==> src/rtl/lcc_pkg.sv <==
package lcc_pkg;
  typedef logic signed [1:0] lvl_t;

  localparam lvl_t LVL_POS  = 2'sb01;
  localparam lvl_t LVL_ZERO = 2'sb00;
  localparam lvl_t LVL_NEG  = 2'sb11;

  // Line level for a position in the four-step MLT-3 cycle.
  function automatic lvl_t mlt3_level(input logic [1:0] step);
    case (step)
      2'd1:    return LVL_POS;
      2'd3:    return LVL_NEG;
      default: return LVL_ZERO;
    endcase
  endfunction

  // One NRZI encode step: toggle on 1 when enabled, plain copy when bypassed.
  function automatic logic nrzi_enc_step(input logic line, input logic bit_in,
                                         input logic en);
    return en ? (line ^ bit_in) : bit_in;
  endfunction

  // One NRZI decode step from two consecutive line bits.
  function automatic logic nrzi_dec_step(input logic cur, input logic prev,
                                         input logic en);
    return en ? (cur ^ prev) : cur;
  endfunction

  // MLT-3 receive decision: a change of level means a 1.
  function automatic logic mlt3_changed(input lvl_t cur, input lvl_t prev);
    return cur != prev;
  endfunction
endpackage

==> src/rtl/lcc_nrzi.sv <==
module lcc_nrzi #(
  parameter bit DECODE = 1'b0
) (
  input  logic clk,
  input  logic rst_n,
  input  logic en,
  input  logic bit_in,
  output logic bit_out
);
  import lcc_pkg::*;

  logic out_q;
  assign bit_out = out_q;

  generate
    if (DECODE == 1'b0) begin : g_enc
      always_ff @(posedge clk or negedge rst_n) begin
        if (!rst_n) out_q <= 1'b0;
        else        out_q <= nrzi_enc_step(out_q, bit_in, en);
      end


      enc_hold_chk: assert property (@(posedge clk) disable iff (!rst_n)
        (en && !bit_in) |=> $stable(out_q));

      enc_toggle_chk: assert property (@(posedge clk) disable iff (!rst_n)
        (en && bit_in) |=> (out_q != $past(out_q)));

      enc_bypass_chk: assert property (@(posedge clk) disable iff (!rst_n)
        !en |=> (out_q == $past(bit_in)));
    end else begin : g_dec
      logic prev_q;
      always_ff @(posedge clk or negedge rst_n) begin
        if (!rst_n) begin
          prev_q <= 1'b0;
          out_q  <= 1'b0;
        end else begin
          prev_q <= bit_in;
          out_q  <= nrzi_dec_step(bit_in, prev_q, en);
        end
      end


      dec_same_chk: assert property (@(posedge clk) disable iff (!rst_n)
        (en && (bit_in == prev_q)) |=> !out_q);

      dec_bypass_chk: assert property (@(posedge clk) disable iff (!rst_n)
        !en |=> (out_q == $past(bit_in)));
    end
  endgenerate
endmodule

==> src/rtl/lcc_tx_chain.sv <==
module lcc_tx_chain #(
  parameter int GROUP_W = 5
) (
  input  logic               clk,
  input  logic               rst_n,
  input  logic               nrzi_en,
  input  logic [GROUP_W-1:0] group_in,
  output logic               take,
  output lcc_pkg::lvl_t      level_out
);
  import lcc_pkg::*;

  localparam int CNT_W = (GROUP_W > 1) ? $clog2(GROUP_W) : 1;

  logic [CNT_W-1:0]   ph_q;
  logic [GROUP_W-1:0] shreg_q;
  logic               ser_q;
  logic               line_bit;
  logic [1:0]         step_q;

  wire ph_last  = (ph_q == CNT_W'(GROUP_W - 1));
  wire mlt3_adv = line_bit;

  assign take      = (ph_q == '0);
  assign level_out = mlt3_level(step_q);

  // Serializer: LSB leaves on the capture edge, the rest shift out after it.
  always_ff @(posedge clk or negedge rst_n) begin
    if (!rst_n) begin
      ph_q    <= '0;
      shreg_q <= '0;
      ser_q   <= 1'b0;
    end else begin
      ph_q <= ph_last ? '0 : ph_q + 1'b1;
      if (take) begin
        ser_q   <= group_in[0];
        shreg_q <= group_in >> 1;
      end else begin
        ser_q   <= shreg_q[0];
        shreg_q <= shreg_q >> 1;
      end
    end
  end

  lcc_nrzi #(.DECODE(1'b0)) u_enc (
    .clk    (clk),
    .rst_n  (rst_n),
    .en     (nrzi_en),
    .bit_in (ser_q),
    .bit_out(line_bit)
  );

  // MLT-3 mapper: step position in the 0,+1,0,-1 cycle.
  always_ff @(posedge clk or negedge rst_n) begin
    if (!rst_n) step_q <= 2'd0;
    else        step_q <= step_q + {1'b0, mlt3_adv};
  end


  take_gap_chk: assert property (@(posedge clk) disable iff (!rst_n)
    take |=> !take);

  lsb_first_chk: assert property (@(posedge clk) disable iff (!rst_n)
    take |=> (ser_q == $past(group_in[0])));

  mlt3_hold_chk: assert property (@(posedge clk) disable iff (!rst_n)
    !mlt3_adv |=> $stable(level_out));

  mlt3_no_jump_chk: assert property (@(posedge clk) disable iff (!rst_n)
    (level_out == LVL_POS) |=> (level_out != LVL_NEG));

  mlt3_code_chk: assert property (@(posedge clk) disable iff (!rst_n)
    level_out != 2'sb10);
endmodule

==> src/rtl/lcc_packer.sv <==
module lcc_packer #(
  parameter int GROUP_W = 5
) (
  input  logic               clk,
  input  logic               rst_n,
  input  logic               bit_in,
  input  logic               start,
  output logic [GROUP_W-1:0] group_out,
  output logic               valid
);
  localparam int CNT_W = (GROUP_W > 1) ? $clog2(GROUP_W) : 1;

  logic [CNT_W-1:0]   cnt_q;
  logic [GROUP_W-1:0] acc_q;
  logic [GROUP_W-1:0] grp_q;
  logic               valid_q;

  logic [CNT_W-1:0]   pos;
  logic [GROUP_W-1:0] fill;
  logic               active;
  logic               last;

  always_comb begin
    pos       = start ? '0 : cnt_q;
    active    = start || (cnt_q != '0);
    fill      = start ? '0 : acc_q;
    fill[pos] = bit_in;
    last      = active && (pos == CNT_W'(GROUP_W - 1));
  end

  always_ff @(posedge clk or negedge rst_n) begin
    if (!rst_n) begin
      cnt_q   <= '0;
      acc_q   <= '0;
      grp_q   <= '0;
      valid_q <= 1'b0;
    end else begin
      valid_q <= last;
      if (active) begin
        acc_q <= fill;
        cnt_q <= last ? '0 : pos + 1'b1;
      end
      if (last) grp_q <= fill;
    end
  end

  assign group_out = grp_q;
  assign valid     = valid_q;


  valid_pulse_chk: assert property (@(posedge clk) disable iff (!rst_n)
    valid |=> !valid);

  restart_chk: assert property (@(posedge clk) disable iff (!rst_n)
    (start && (GROUP_W > 1)) |=> (cnt_q == CNT_W'(1)));

  idle_chk: assert property (@(posedge clk) disable iff (!rst_n)
    ((cnt_q == '0) && !start) |=> !valid);
endmodule

==> src/rtl/lcc_rx_chain.sv <==
module lcc_rx_chain #(
  parameter int GROUP_W = 5
) (
  input  logic               clk,
  input  logic               rst_n,
  input  logic               nrzi_en,
  input  lcc_pkg::lvl_t      level_in,
  input  logic               align,
  output logic [GROUP_W-1:0] group_out,
  output logic               valid
);
  import lcc_pkg::*;

  lvl_t prev_lvl_q;
  logic mlt3_bit_q;
  logic nrz_bit;
  logic align_d1_q;
  logic align_d2_q;

  wire level_moved = mlt3_changed(level_in, prev_lvl_q);

  // MLT-3 to NRZI, with the strobe delayed to stay beside its bit.
  always_ff @(posedge clk or negedge rst_n) begin
    if (!rst_n) begin
      prev_lvl_q <= LVL_ZERO;
      mlt3_bit_q <= 1'b0;
      align_d1_q <= 1'b0;
      align_d2_q <= 1'b0;
    end else begin
      prev_lvl_q <= level_in;
      mlt3_bit_q <= level_moved;
      align_d1_q <= align;
      align_d2_q <= align_d1_q;
    end
  end

  lcc_nrzi #(.DECODE(1'b1)) u_dec (
    .clk    (clk),
    .rst_n  (rst_n),
    .en     (nrzi_en),
    .bit_in (mlt3_bit_q),
    .bit_out(nrz_bit)
  );

  lcc_packer #(.GROUP_W(GROUP_W)) u_pack (
    .clk      (clk),
    .rst_n    (rst_n),
    .bit_in   (nrz_bit),
    .start    (align_d2_q),
    .group_out(group_out),
    .valid    (valid)
  );


  mlt3_same_chk: assert property (@(posedge clk) disable iff (!rst_n)
    (level_in == prev_lvl_q) |=> !mlt3_bit_q);

  mlt3_diff_chk: assert property (@(posedge clk) disable iff (!rst_n)
    (level_in != prev_lvl_q) |=> mlt3_bit_q);
endmodule

==> src/rtl/lcc_line_codec.sv <==
module lcc_line_codec #(
  parameter int GROUP_W = 5
) (
  input  logic                clk,
  input  logic                rst_n,
  input  logic                nrzi_en,
  input  logic [GROUP_W-1:0]  tx_group,
  output logic                tx_take,
  output logic signed [1:0]   tx_level,
  input  logic signed [1:0]   rx_level,
  input  logic                rx_align,
  output logic [GROUP_W-1:0]  rx_group,
  output logic                rx_valid
);
  lcc_tx_chain #(.GROUP_W(GROUP_W)) u_tx (
    .clk      (clk),
    .rst_n    (rst_n),
    .nrzi_en  (nrzi_en),
    .group_in (tx_group),
    .take     (tx_take),
    .level_out(tx_level)
  );

  lcc_rx_chain #(.GROUP_W(GROUP_W)) u_rx (
    .clk      (clk),
    .rst_n    (rst_n),
    .nrzi_en  (nrzi_en),
    .level_in (rx_level),
    .align    (rx_align),
    .group_out(rx_group),
    .valid    (rx_valid)
  );
endmodule

==> config.mk <==
export PLATFORM = sky130hd
export DESIGN_NAME = lcc_line_codec
export DESIGN_NICKNAME = d
export VERILOG_FILES = /design/src/rtl/lcc_pkg.sv /design/src/rtl/lcc_nrzi.sv /design/src/rtl/lcc_tx_chain.sv /design/src/rtl/lcc_packer.sv /design/src/rtl/lcc_rx_chain.sv /design/src/rtl/lcc_line_codec.sv
export SDC_FILE = /design/constraint.sdc
export NUM_CORES = 1
export LEC_CHECK = 0
export BUFFER_PORTS_ARGS = -buffer_cell sky130_fd_sc_hd__buf_2
export CORE_MARGIN = 2
export CORE_UTILIZATION = 55
export CTS_CLUSTER_SIZE = 28
export DETAILED_ROUTE_END_ITERATION = 10
export PLACE_DENSITY = 0.78
export SYNTH_ARGS = -nofsm -noshare
export SYNTH_HDL_FRONTEND = slang
export SYNTH_SLANG_ARGS = --single-unit
export TNS_END_PERCENT = 10
==> constraint.sdc <==
create_clock -name clk -period 4.3 [get_ports clk]
set_input_delay 0.43 -clock clk [delete_from_list [all_inputs] [get_ports clk]]
set_output_delay 0.43 -clock clk [all_outputs]
set_load 0.1 [all_outputs]
Word level (Yosys, flattened, before mapping)
Index checks and enable logic that the tools add are counted.
Widths: inputs -> output; s select.
{"block": "totals", "wordCells": 44, "out_inout_bits": 9, "in_bits": 11, "register_bits": 32}
{"block": "op_classes", "n_lt_le_gt_ge": 2, "n_reduce_logical": 5, "n_bitwise": 2, "n_addsub": 3, "eq_ne": 5, "mux": 12}
{"operator": "$mux 3", "n": 3}
{"operator": "$add 3x1->3 const B", "n": 2}
{"operator": "$eq 3x3->1 const B", "n": 2}
{"operator": "$bwmux 5", "n": 1}
{"operator": "$mux 5", "n": 1}
{"operator": "$lt 3x4->1 const B", "n": 1}
{"operator": "$mux 1", "n": 4}
{"operator": "$mux 4", "n": 1}
{"operator": "$pmux 2 s2", "n": 1}
{"operator": "$demux 1 s3", "n": 1}
{"operator": "$ge 3x1->1 const B", "n": 1}
{"operator": "$logic_not 3->1", "n": 1}
{"operator": "$reduce_bool 3->1", "n": 1}
{"operator": "$add 2x1->2", "n": 1}
{"operator": "$eq 2x1->1 const B", "n": 1}
{"operator": "$eq 2x2->1 const B", "n": 1}
{"operator": "$logic_and 1x1->1", "n": 2}
{"operator": "$ne 2x2->1", "n": 1}
{"operator": "$xor 1x1->1", "n": 2}
{"operator": "$logic_or 1x1->1", "n": 1}

Depth between registers and ports, before layout
{"block": "logic_depth", "word_depth": 6, "depth_mapped": 7, "mapped_depth_nobuf": 6}

Cells and area by module
Synthesis repeated with hierarchy kept, for this count alone.
{"block": "hier_totals", "hier_cells": 99, "hier_area_um2": 1291.2}
{"mod": "lcc_packer", "seq_area_each_um2": 350.3, "cells_each": 55, "area_each_um2": 619.3, "n_inst": 1}
{"mod": "lcc_tx_chain", "seq_area_each_um2": 250.2, "cells_each": 29, "area_each_um2": 425.4, "n_inst": 1}
{"mod": "lcc_rx_chain", "seq_area_each_um2": 125.1, "cells_each": 8, "area_each_um2": 146.4, "n_inst": 1}
{"mod": "lcc_nrzi at u_rx.u_dec", "seq_area_each_um2": 50.0, "cells_each": 4, "area_each_um2": 62.6, "n_inst": 1}
{"mod": "lcc_nrzi at u_tx.u_enc", "seq_area_each_um2": 25.0, "cells_each": 3, "area_each_um2": 37.5, "n_inst": 1}

Worst setup path after synthesis
OpenSTA, ideal clock, no wires.
{"block": "synth_timing", "kind": "register -> register", "from": "reg u_tx.ph_q[0]", "to": "reg u_tx.ser_q", "period_less_slack_ns": 2.221, "required_ns": 4.174, "path_buffers": 1, "setup_ns": 0.126, "stages_incl_launch_ff": 6, "t_arrival_ns": 2.095, "setup_slack_ns": 2.079, "path_cell_list": "dfrtp_1 inv_1 ha_1 nor2b_1 clkbuf_1 mux2_2"}
{"block": "synth_between", "elab_chain_len": 2}
{"element": "from (decl)", "line": "lcc_tx_chain.sv:15", "text": "logic [CNT_W-1:0] ph_q;"}
{"element": "from (signal assigned)", "line": "lcc_tx_chain.sv:34", "text": "ph_q <= ph_last ? '0 : ph_q + 1'b1;"}
{"element": "$logic_not 3->1", "line": "lcc_tx_chain.sv:24", "text": "assign take = (ph_q == '0);"}
{"element": "via tx_take", "line": "lcc_line_codec.sv:8", "text": "output logic tx_take,"}
{"element": "$mux 1", "line": "lcc_tx_chain.sv:35", "text": "if (take) begin"}
{"element": "to (signal assigned)", "line": "lcc_tx_chain.sv:36", "text": "ser_q <= group_in[0];"}
{"element": "to (signal assigned)", "line": "lcc_tx_chain.sv:39", "text": "ser_q <= shreg_q[0];"}
{"element": "to (decl)", "line": "lcc_tx_chain.sv:17", "text": "logic ser_q;"}
The timed path passes the listed nets, and every way through them passes these cells.
A chain may end at the register's enable or synchronous reset.

Worst setup path in the final report
{"block": "layout_timing", "from": "reg u_tx.ph_q[0]", "to": "out tx_take"}
{"block": "layout_between", "elab_chain_len": 1}
{"element": "$logic_not 3->1", "line": "lcc_tx_chain.sv:24"}
{"element": "to (decl)", "line": "lcc_line_codec.sv:8"}
Every way passes these cells.

==> flow_summary_export.csv <==
group,metric,value,unit
placement,dpl.hpwl,1240,um
placement,io_buffers,19,
routing,wire_per_inst,13.0,um
finish,fin_util,68.2,%
grt,grt_pass1_wl,3010,um
sta,skew,0.0119,ns
logic_synthesis,yosysSeqAreaShare,64.6,%
setup_path,arrival,1.90,ns
sta,rsz0062_at_grt,"false",
placement,gp_congestion,0.705,
logic_synthesis,mappedNetlistNets,101,
clock_tree,clkLatencyLatePin,0.33,ns
power,irDropWorstVdd,0.000414,V
placement,dp_cells,127,
clock_tree,post_cts_resize_count,0,
logic_synthesis,synth-seq-cells,31,
routing,via_count,695,
clock_tree,hold_buffers,0,
finish,num-nets-final,122,
logic_synthesis,synthCells,86,
grt,antenna_found_initial,0,
grt,track_usage,16.9,%
sta,drv_slew,0,
finish,area_delta_synth_final,13.6,%
logic_synthesis,synthTopCellsByArea,"dfrtp_1 65%, mux2_2 10%, ha_1 4.2%, xnor2_1 2.9%, mux2i_1 2.5%",
sta,setup_ws,1.97,ns
setup_path,cp-end-kind,"output port",
floorplanning,coreArea,0.00200,mm^2
power,p_per_area,570,mW/mm^2
finish,final_common_cell,"dfrtp_1",
clock_tree,cts-buffers-inserted,5,
power,p_leak,0.696,nW
setup_path,path_max_fanout,6,
grt,grt_start_max_net_pins,32,
clock_tree,cts_sinks,31,
clock_tree,cts_tree,"done",
finish,antenna_cells,0,
logic_synthesis,ys_warn_count,0,
finish,instances_no_fill,134,
sta,setup_tns,0,ns
logic_synthesis,syn-cell-area,0.00120,mm^2
sta,setup_viol,0,
floorplanning,die_x,50.7,um
routing,viasPerCell,5.19,
routing,drc_errors,0,
setup_path,reg2reg_depth,3,
floorplanning,initial_utilization,60.0,%
logic_synthesis,synth_top_area_share,64.6,%
setup_path,worst-setup-path-type,"flop to output port",
sta,fin_crit_sh,54.1,%
min_path,hold_path.class,"input pin to asynchronous set/reset pin",
routing,finalWirelength,1740,um
routing,ant_nets,0,
sta,tightest_slew,0.659,ns
setup_path,worstPathRequired,3.87,ns
sta,hold_ws,0.119,ns
clock_tree,clockBufferDepth,2,
grt,grt_remaining_overflow,0,
flow_run,maxCapViolations,0,
setup_path,start_kind,"flop",
floorplanning,fp-row-count,16,
clock_tree,postCtsSetupRepairBufs,0,
sta,slew_headroom,56.1,%
logic_synthesis,ys_types,21,
sta,hold_violations,0,
clock_tree,root_buffer,"clkbuf_4",
finish,drive_gt1_share,35.5,%
floorplanning,ioPinCount,20,
routing,drt_iter0_drc,2,
routing,dr.pass1.iters,2,
finish,final_cell_mix,"31 x dfrtp_1, 19 x buf_2, 11 x mux2_2",
clock_tree,clk_pin_slew,0.10,ns
logic_synthesis,yosysTopAreaCell,"dfrtp_1",
sta,clock.fmax,0.430,GHz
clock_tree,cts_max_level,2,
grt,first_global_vias,737,
floorplanning,die_y,50.7,um
outcome,status,"finished, final reports clean",
floorplanning,die-area,0.00257,mm^2
logic_synthesis,avgSynthCellArea,14.0,um^2
placement,pre_cts_slack,2.34,ns
sta,post-route-min-period,2.33,ns
## critical path, cell delays in order (launching register included)
cell and delay (ns):
dfrtp_1 0.42, inv_1 0.08, ha_1 0.18, nor2b_1 0.39, buf_2 0.51
## synth_stat cells
library cell  instances
nor2b_1               2
mux2i_1               3
buf_2                 2
and2_1                2
nor2_1                5
clkbuf_1              3
nor3b_1               2
a21o_1                1
xnor2_1               4
dfrtp_1              31
xor2_1                1
ha_1                  4
nor3b_4               1
a21oi_1               1
nand2_1               6
and2b_1               1
mux2_2               11
nand3b_1              1
o221ai_1              1
o31a_1                1
inv_1                 3
## state kept, by name (all words and copies together) (netlist names)
register and cells:
u_rx.mlt3_bit_q 1, u_rx.u_dec.g_dec.prev_q 1, u_rx.u_pack.acc_q 4, u_rx.u_pack.valid 1
u_rx.u_pack.group_out 5, u_rx.align_d1_q 1, u_tx.ph_q 3, u_tx.ser_q 1
u_tx.u_enc.bit_out 1, u_rx.u_dec.bit_out 1, u_tx.step_q 2, u_tx.shreg_q 4
u_rx.u_pack.cnt_q 3, u_rx.align_d2_q 1, u_rx.prev_lvl_q 2
## kinds of logic after synthesis
logic type / after synthesis / share of synthesized area (%)
buffers and inverters: 8 / 2.71
and+or+nand+nor: 20 / 9.58
AOI/OAI and AO/OA: 4 / 2.50
DFF: 31 / 64.6
adders and majority gates: 4 / 4.17
xor gates and xnor gates: 5 / 3.65
muxes: 14 / 12.8
## where the power goes
part / internal, W / switching (W) / leakage [nW]
Sequential: 0.000331 / 0.0000290 / 0.387
Combinational: 0.0000523 / 0.000200 / 0.275
Clock: 0.0000756 / 0.0000905 / 0.0341
## final cells by class
| cell class | count | area (um^2) |
|---|---|---|
| timing repair buffer | 19 | 95.1 |
| tap | 27 | 33.8 |
| sequential | 31 | 776 |
| fill | 153 | 637 |
| multi-input combinational | 47 | 393 |
| clock buffer | 6 | 51.3 |
| clock inverter | 1 | 5.00 |
| inverter | 3 | 11.3 |
## stage by stage
| stage | total power, W | instance area, um^2 |
|---|---|---|
| 3_3_place_gp | 0.000613 | 1310 |
| 4_1_cts | 0.000789 | 1370 |
| 3_5_place_dp | 0.000621 | 1310 |
| 6_report | 0.000778 | 1370 |
| 5_1_grt | 0.000816 | 1370 |
| 2_1_floorplan | 0.000577 | 1200 |
## routing by layer
layer,vias up,part of all wire (%),track usage (%)
met2,19,52,29.4
met5,-,0,0
met3,2,6.9,8.33
met1,349,40,16.6
met4,0,0.98,8.11
li1,325,-,-
## final timing paths
check,startpoint,endpoint,slack [ns]
max in group asynchronous,rst_n,u_tx.shreg_q[1],3.74
min reg2reg,u_rx.align_d1_q,u_rx.align_d2_q,0.37
max reg2reg,u_rx.align_d2_q,u_rx.u_pack.group_out[0],2.70
min,rst_n,u_rx.u_pack.group_out[2],0.12
min in group clk,rx_align,u_rx.align_d1_q,0.20
max,u_tx.ph_q[0],tx_take,1.97
No activity file was read; power rests on OpenSTA's default activity.
